$ cat src/rtl/ovp_pkg.sv
package ovp_pkg;

  localparam int NCH = 2;

  typedef enum logic [1:0] {
    LS_IDLE = 2'd0,
    LS_HOLD = 2'd1,
    LS_PARK = 2'd2
  } ls_phase_t;

  // shutdown trigger for a channel: own trip, or partner trip when coupled
  function automatic logic trip_evt(input logic own, input logic mate,
                                    input logic coupled);
    return own | (coupled & mate);
  endfunction

  // set/reset clamp where the hysteresis release dominates
  function automatic logic clamp_next(input logic q, input logic set,
                                      input logic rel);
    return (q | set) & ~rel;
  endfunction

  // undervoltage force only after soft-start with no blocking fault
  function automatic logic uv_qualify(input logic ssd, input logic uv,
                                      input logic block);
    return ssd & uv & ~block;
  endfunction

  // thermal hold: hot sets (priority), cool clears
  function automatic logic therm_next(input logic q, input logic hot,
                                      input logic cool);
    return hot | (q & ~cool);
  endfunction

endpackage

$ cat src/rtl/ovp_sync.sv
module ovp_sync #(
  parameter int W      = 1,
  parameter int STAGES = 2
) (
  input  logic         clk,
  input  logic         por_n,
  input  logic [W-1:0] d,
  output logic [W-1:0] q
);

  logic [W-1:0] chain [STAGES];

  genvar s;
  generate
    for (s = 0; s < STAGES; s++) begin : g_stage
      if (s == 0) begin : g_first
        always_ff @(posedge clk or negedge por_n) begin
          if (!por_n) chain[s] <= '0;
          else        chain[s] <= d;
        end
      end else begin : g_next
        always_ff @(posedge clk or negedge por_n) begin
          if (!por_n) chain[s] <= '0;
          else        chain[s] <= chain[s-1];
        end
      end
    end
  endgenerate

  assign q = chain[STAGES-1];

endmodule

$ cat src/rtl/ovp_thermal.sv
module ovp_thermal
  import ovp_pkg::*;
(
  input  logic clk,
  input  logic por_n,
  input  logic hot,
  input  logic cool,
  output logic hold
);

  logic hold_q;

  always_ff @(posedge clk or negedge por_n) begin
    if (!por_n) hold_q <= 1'b0;
    else        hold_q <= therm_next(hold_q, hot, cool);
  end

  assign hold = hold_q;

  p_therm_set_r8: assert property (@(posedge clk) disable iff (!por_n)
    hot |=> hold_q);

  p_therm_keep_r8: assert property (@(posedge clk) disable iff (!por_n)
    (hold_q && !cool) |=> hold_q);

endmodule

$ cat src/rtl/ovp_chan.sv
module ovp_chan
  import ovp_pkg::*;
(
  input  logic clk,
  input  logic por_n,
  input  logic trip_own,
  input  logic trip_mate,
  input  logic mp_mode,
  input  logic over_mid,
  input  logic below_hyst,
  input  logic under_v,
  input  logic ss_done,
  input  logic en_low,
  input  logic ext_fault,
  input  logic therm_hold,
  output logic hs_off,
  output logic ls_on,
  output logic ls_off,
  output logic en_pull_lo
);

  // named internal events
  logic      ov_trip;
  logic      clamp_set;
  logic      uv_block;
  logic      ls_on_req;
  logic      ls_off_req;

  logic      shut_q;
  ls_phase_t phase_q, phase_d;
  logic      clamp_q;
  logic      uv_q;

  assign ov_trip   = trip_evt(trip_own, trip_mate, mp_mode);
  assign clamp_set = en_low & over_mid;
  assign uv_block  = ext_fault | therm_hold | over_mid | shut_q | ov_trip;

  // latched 120% shutdown, cleared only by power-on-reset
  always_ff @(posedge clk or negedge por_n) begin
    if (!por_n)       shut_q <= 1'b0;
    else if (ov_trip) shut_q <= 1'b1;
  end

  // low-side sequence after a 120% trip
  always_comb begin
    phase_d = phase_q;
    unique case (phase_q)
      LS_IDLE: if (ov_trip)    phase_d = LS_HOLD;
      LS_HOLD: if (below_hyst) phase_d = LS_PARK;
      LS_PARK:                 phase_d = LS_PARK;
      default:                 phase_d = LS_IDLE;
    endcase
  end

  always_ff @(posedge clk or negedge por_n) begin
    if (!por_n) phase_q <= LS_IDLE;
    else        phase_q <= phase_d;
  end

  // non-latching 113% clamp with 87% release
  always_ff @(posedge clk or negedge por_n) begin
    if (!por_n) clamp_q <= 1'b0;
    else        clamp_q <= clamp_next(clamp_q, clamp_set, below_hyst);
  end

  // undervoltage low-side turn-off
  always_ff @(posedge clk or negedge por_n) begin
    if (!por_n) uv_q <= 1'b0;
    else        uv_q <= uv_qualify(ss_done, under_v, uv_block);
  end

  assign ls_on_req  = (phase_q == LS_HOLD) | clamp_q;
  assign ls_off_req = (phase_q == LS_PARK) | uv_q;

  assign hs_off     = shut_q;
  assign ls_on      = ls_on_req;
  assign ls_off     = ls_off_req & ~ls_on_req;
  assign en_pull_lo = shut_q | therm_hold;

  p_latch_hold_r3: assert property (@(posedge clk) disable iff (!por_n)
    shut_q |=> shut_q);

  p_trip_shut_r1: assert property (@(posedge clk) disable iff (!por_n)
    ov_trip |=> (hs_off && en_pull_lo));

  p_park_sticky_r2: assert property (@(posedge clk) disable iff (!por_n)
    (phase_q == LS_PARK) |=> (phase_q == LS_PARK));

  p_clamp_gate_r5: assert property (@(posedge clk) disable iff (!por_n)
    (!clamp_q && !clamp_set) |=> !clamp_q);

  p_uv_wait_r7: assert property (@(posedge clk) disable iff (!por_n)
    !ss_done |=> !uv_q);

endmodule

$ cat src/rtl/ovp_dual_ctrl.sv
module ovp_dual_ctrl
  import ovp_pkg::*;
#(
  parameter int SYNC_STAGES = 2
) (
  input  logic       clk,
  input  logic       por_n,
  input  logic [1:0] trip_hi,
  input  logic [1:0] trip_mid,
  input  logic [1:0] below_hyst,
  input  logic [1:0] under_v,
  input  logic [1:0] ss_done,
  input  logic [1:0] en_sense,
  input  logic       mp_mode,
  input  logic       temp_hot,
  input  logic       temp_cool,
  input  logic       other_fault,
  output logic [1:0] hs_off,
  output logic [1:0] ls_on,
  output logic [1:0] ls_off,
  output logic [1:0] en_pull_lo
);

  localparam int SW = 6 * NCH + 3;

  logic [SW-1:0]  raw, synced;
  logic [NCH-1:0] hi_s, mid_s, below_s, uv_s, ssd_s, en_s;
  logic           hot_s, cool_s, fault_s;
  logic           therm_hold;

  assign raw = {other_fault, temp_cool, temp_hot, en_sense, ss_done,
                under_v, below_hyst, trip_mid, trip_hi};

  ovp_sync #(.W(SW), .STAGES(SYNC_STAGES)) u_sync (
    .clk   (clk),
    .por_n (por_n),
    .d     (raw),
    .q     (synced)
  );

  assign {fault_s, cool_s, hot_s, en_s, ssd_s,
          uv_s, below_s, mid_s, hi_s} = synced;

  ovp_thermal u_therm (
    .clk   (clk),
    .por_n (por_n),
    .hot   (hot_s),
    .cool  (cool_s),
    .hold  (therm_hold)
  );

  genvar c;
  generate
    for (c = 0; c < NCH; c++) begin : g_ch
      localparam int MATE = NCH - 1 - c;
      ovp_chan u_chan (
        .clk        (clk),
        .por_n      (por_n),
        .trip_own   (hi_s[c]),
        .trip_mate  (hi_s[MATE]),
        .mp_mode    (mp_mode),
        .over_mid   (mid_s[c]),
        .below_hyst (below_s[c]),
        .under_v    (uv_s[c]),
        .ss_done    (ssd_s[c]),
        .en_low     (~en_s[c]),
        .ext_fault  (fault_s),
        .therm_hold (therm_hold),
        .hs_off     (hs_off[c]),
        .ls_on      (ls_on[c]),
        .ls_off     (ls_off[c]),
        .en_pull_lo (en_pull_lo[c])
      );
    end
  endgenerate

  p_thermal_both_r8: assert property (@(posedge clk) disable iff (!por_n)
    therm_hold |-> (en_pull_lo == 2'b11));

endmodule

$ cat config.mk
export PLATFORM = sky130hd
export DESIGN_NAME = ovp_dual_ctrl
export DESIGN_NICKNAME = d
export VERILOG_FILES = /design/src/rtl/ovp_pkg.sv /design/src/rtl/ovp_sync.sv /design/src/rtl/ovp_thermal.sv /design/src/rtl/ovp_chan.sv /design/src/rtl/ovp_dual_ctrl.sv
export SDC_FILE = /design/constraint.sdc
export NUM_CORES = 1
export LEC_CHECK = 0
export CAP_MARGIN = 0
export CORE_MARGIN = 1
export CORE_UTILIZATION = 40
export DETAILED_ROUTE_END_ITERATION = 7
export PLACE_DENSITY = 0.63
export REMOVE_ABC_BUFFERS = 1
export SYNTH_ARGS = -nofsm -noshare
export SYNTH_HDL_FRONTEND = slang
export SYNTH_SLANG_ARGS = --single-unit
$ cat constraint.sdc
create_clock -name clk -period 4 [get_ports clk]
set_input_delay 0.8 -clock clk [delete_from_list [all_inputs] [get_ports clk]]
set_output_delay 0.8 -clock clk [all_outputs]
set_load 0.005 [all_outputs]
Word-level counts from Yosys, hierarchy flattened
Cells that the tools add are included.
{"block": "word_totals", "register_bits": 41, "input_bits": 18, "output_inout_bits": 8, "word_cells": 69}
{"block": "op_classes", "n_eq_ne": 8, "mux": 6, "n_bitwise": 40, "n_reduce_logical": 4}
{"op": "OR 1 bit", "count": 18}
{"op": "AND 1 bit", "count": 13}
{"op": "one-hot mux 2 bit (3 select lines)", "count": 2}
{"op": "NOT 1 bit", "count": 9}
{"op": "two-way mux 2 bit", "count": 4}
{"op": "equality test 2 x 1 -> 1 bit (second input constant)", "count": 2}
{"op": "equality test 2 bit (second input constant)", "count": 2}
{"op": "logical NOT 2 bit", "count": 2}
{"op": "!= test 2 x 1 -> 1 bit (second input constant)", "count": 2}
{"op": "!= test 2 bit (second input constant)", "count": 2}
{"op": "AND reduction 2 bit", "count": 2}

Logic depth before layout (Yosys ltp)
{"block": "depth", "ltp_word": 6, "ltp_mapped": 5, "depth_no_buf": 5}

Modules after synthesis
A second synthesis with hierarchy kept.
{"block": "unflattened", "cells_unflattened": 102, "hier_area_um2": 1472.7}
{"mod": "ovp_sync", "instances": 1, "cells_each": 45, "area_per_inst_um2": 863.3, "seq_area_each_um2": 750.7}
{"mod": "ovp_chan", "instances": 2, "cells_each": 26, "area_per_inst_um2": 282.8, "seq_area_each_um2": 125.1}
{"mod": "ovp_thermal", "instances": 1, "cells_each": 3, "area_per_inst_um2": 36.3, "seq_area_each_um2": 25.0}
{"mod": "ovp_dual_ctrl", "instances": 1, "cells_each": 2, "area_per_inst_um2": 7.5, "seq_area_each_um2": 0.0}

Worst setup path after synthesis
Ideal clock, no wire load.
{"block": "synth_timing", "path_type": "flip-flop to output port", "startpoint": "register g_ch[0].u_chan.phase_q[1]", "endpoint": "output ls_off[0]", "t_arrival_ns": 1.071, "t_required_ns": 3.200, "path_slack_ns": 2.129, "path_stages_with_launch": 6, "path_buffers": 1, "path_cell_list": "dfrtp_1 inv_1 ha_1 or2_2 nor2_1 buf_4"}
{"block": "synth_between", "elab_chain_len": 4}
{"item": "start: declaration", "line_no": "ovp_chan.sv:30", "source": "ls_phase_t phase_q, phase_d;"}
{"item": "start signal: assignment", "line_no": "ovp_chan.sv:57", "source": "else phase_q <= phase_d;"}
{"item": "equality test 2 x 1 -> 1 bit", "line_no": "ovp_chan.sv:72", "source": "assign ls_on_req = (phase_q == LS_HOLD) | clamp_q;"}
{"item": "OR 1 bit", "line_no": "ovp_chan.sv:72"}
{"item": "net g_ch[0].u_chan.ls_on", "line_no": "ovp_chan.sv:17", "source": "output logic ls_on,"}
{"item": "NOT 1 bit", "line_no": "ovp_chan.sv:77", "source": "assign ls_off = ls_off_req & ~ls_on_req;"}
{"item": "AND 1 bit", "line_no": "ovp_chan.sv:77"}
{"item": "end: declaration", "line_no": "ovp_dual_ctrl.sv:20", "source": "output logic [1:0] ls_off,"}
The timed path passes the listed nets, and every way through them passes these cells.

Final worst setup path
{"block": "layout_timing", "startpoint": "register g_ch[1].u_chan.phase_q[1]", "endpoint": "output ls_off[1]"}
{"block": "layout_between", "elab_chain_len": 4}
{"item": "start: declaration", "line_no": "ovp_chan.sv:30"}
{"item": "start signal: assignment", "line_no": "ovp_chan.sv:57"}
{"item": "equality test 2 x 1 -> 1 bit", "line_no": "ovp_chan.sv:72"}
{"item": "OR 1 bit", "line_no": "ovp_chan.sv:72"}
{"item": "NOT 1 bit", "line_no": "ovp_chan.sv:77"}
{"item": "AND 1 bit (*)", "line_no": "ovp_chan.sv:77"}
Mark *: on every way between the ends. The rest lies on a longest branch, timed or not.

==> results.toml <==
[clocking]
clockBufferDepth = 2
numCtsBuffers = 5
clock_latency_ns = 0.33
clock_sinks = 41
cts-root-buf = "clkbuf_4"
htreeDepth = 2
post_cts_resize_count = 0
clk_pin_slew_worst_paths_ns = 0.11
post-cts-setup-buffer-count = 0
postCtsHoldBufs = 0
cts_tree = "yes"

[hold_path]
holdPathStages = 0
hold_path.class = "register to register"
worstHoldStart = "u_sync.chain[22]"
hold_path_end = "u_sync.q[7]"

[drt]
vias = 681
drt_first_pass_iters = 2
routed_wl_um = 1650
viasPerCell = 4.13
drt_iter0_markers = 6
wl_per_cell_um = 9.98
drc = 0
drtAntennaViolNets = 0

[setup_path]
r2r_slack_ns = 2.63
setup.worst_path.class = "register to output pin"
ff2ff_path_depth = 5
path_max_fanout = 3
r2r_end = "g_ch[0].u_chan.phase_q[1]"
critPathCaptureType = "output pin"
arrival_ns = 1.88
start_kind = "register"
reg2reg_from = "g_ch[0].u_chan.phase_q[1]"
cp_data_required_time_ns = 3.20

[synthesis]
yosysTopAreaCellShare_pct = 73.0
syn_avg_cell_area_um2 = 15.0
syn_area_mm2 = 0.00141
yosysTopAreaCell = "dfrtp_1"
ys_types = 14
netlist_top_cells_area = "dfrtp_1, ha_1, buf_4, mux2_1, a21oi_2"
yosys_warnings = 0
syn_inst = 94
ys_ff_latch = 41
yosysSeqAreaShare_pct = 73.0

[die]
die_h_um = 61.3
rows = 21
start_util_pct = 41.8
num_io_pins = 26
die-area_mm2 = 0.00376
die_w_um = 61.3
core-area_mm2 = 0.00336

[grt]
grt_pass1_vias = 669
grt_max_degree = 42
grt_overflow = 0
grt_antenna_before_repair = 0
grt_usage_pct = 10.7
grt_pass1_wl_um = 2750

[placement]
placedCellCount = 157
placed_cell_area_mm2 = 0.00165
portBuffers = 25
dp_hpwl_um = 1210
gp_congestion = 0.638

[timing]
min_period_over_period_pct = 67.0
hold_viol_final = 0
max-slew-margin-rel_pct = 44.5
setup_tns_ns = 0
finalMaxSlewViolations = 0
fin_crit_ns = 2.68
rsz0062_at_grt = "no"
tightest_slew_ns = 0.833
skew_ns = 0.00141
setup_viol = 0
clock.fmax_mhz = 373

[layout]
seq_area_mm2 = 0.00103
fill_cells = 306
diodes = 0
final_area_mm2 = 0.00171
fin_cells = 165
area_growth_pct = 21.3
multi_input_area_um2 = 294
drive_above_1_share_pct = 13.4
fin_nets = 144
final_cell_mix = "dfrtp_1, clkdlybuf4s50_1, ha_1, inv_1, nor2_1"
final_common_cell = "dfrtp_1"

[power_and_ir_drop]
p_leak_uw = 0.000764
finalPower_uw = 849
p_per_area_mw_per_mm2 = 498
ir_drop_v = 0.000252

[status]
status = "complete, no violations"

[job]
maxCapViolations = 0
state kept, by name, summed over array words and instances, names as in the netlist:
register / cells
u_sync.chain: 15
g_ch.u_chan.hs_off: 2
g_ch.u_chan.phase_q: 4
g_ch.u_chan.clamp_q: 2
u_therm.hold: 1
u_sync.q: 15
g_ch.u_chan.uv_q: 2
metrics by stage:
step	worst slack, ns	hold WS (ns)	util, %
final	1.32	0.358	50.7
after global routing	1.19	0.369	50.7
after CTS	1.28	0.361	50.7
after detailed placement	1.67	0.335	49.0
after global placement	1.71	0.332	49.0
after floorplan	2.19	0.331	-
cell families (layout without fill, tap and decap cells):
| logic type | Yosys count | count (layout) | share of synthesized area [%] |
|---|---|---|---|
| adder cells (fa/ha/maj) | 8 | 8 | 7.12 |
| AND/OR/NAND/NOR | 19 | 19 | 6.85 |
| flip-flops | 41 | 41 | 73.0 |
| AO/OA/AOI/OAI | 7 | 7 | 3.74 |
| multiplexers | 4 | 4 | 3.20 |
| buffers and inverters | 15 | 40 | 6.14 |
cells in the mapped netlist:
cell,n
a21o_1,1
a21oi_1,2
a21oi_2,4
buf_4,8
dfrtp_1,41
ha_1,8
inv_1,7
mux2_1,4
nand2b_1,2
nand3_1,2
nor2_1,7
nor2b_1,2
nor3_1,2
or2_2,4
power by group:
group	switching, µW	internal [µW]	leakage (µW)
clock	121	68.7	0.0000245
combinational	81.4	104	0.000259
sequential	20.6	453	0.000480
worst max-delay path, cell delays in order (launching register included):
cell and delay (ns):
dfrtp_1 0.39, inv_1 0.08, ha_1 0.19, or2_2 0.30
nor2_1 0.10, clkdlybuf4s50_1 0.50
final cells by class:
cell class	count	share of cell area [%]
Clock buffer	6	2.42
Sequential cell	41	60.2
Inverter	7	1.54
Timing Repair Buffer	25	14.4
Multi-Input combinational cell	38	17.2
Clock inverter	2	0.880
Tap cell	46	3.37
how the worst max path moves through the flow:
stage / start / to / slack (ns) / depth (start not counted)
finish: g_ch[1].u_chan.phase_q[1] / ls_off[1] / 1.32 / 5
global placement: g_ch[0].u_chan.phase_q[1] / ls_off[0] / 1.71 / 5
detailed placement: g_ch[1].u_chan.phase_q[1] / ls_off[1] / 1.67 / 5
CTS: g_ch[1].u_chan.phase_q[1] / ls_off[1] / 1.28 / 5
global route: g_ch[0].u_chan.phase_q[1] / ls_off[0] / 1.19 / 5
floorplan: g_ch[0].u_chan.phase_q[1] / ls_off[0] / 2.19 / 4
per-layer routing:
metal	vias to the layer above	share of wire, %	track usage (%)	wire length [µm]
li1	336	-	-	-
met1	325	44	13.1	725
met2	18	50	16.3	827
met3	2	4.1	3.78	68
met4	0	1.5	6.82	24
met5	-	0	0	0
Power figures use the tool's default switching activity.
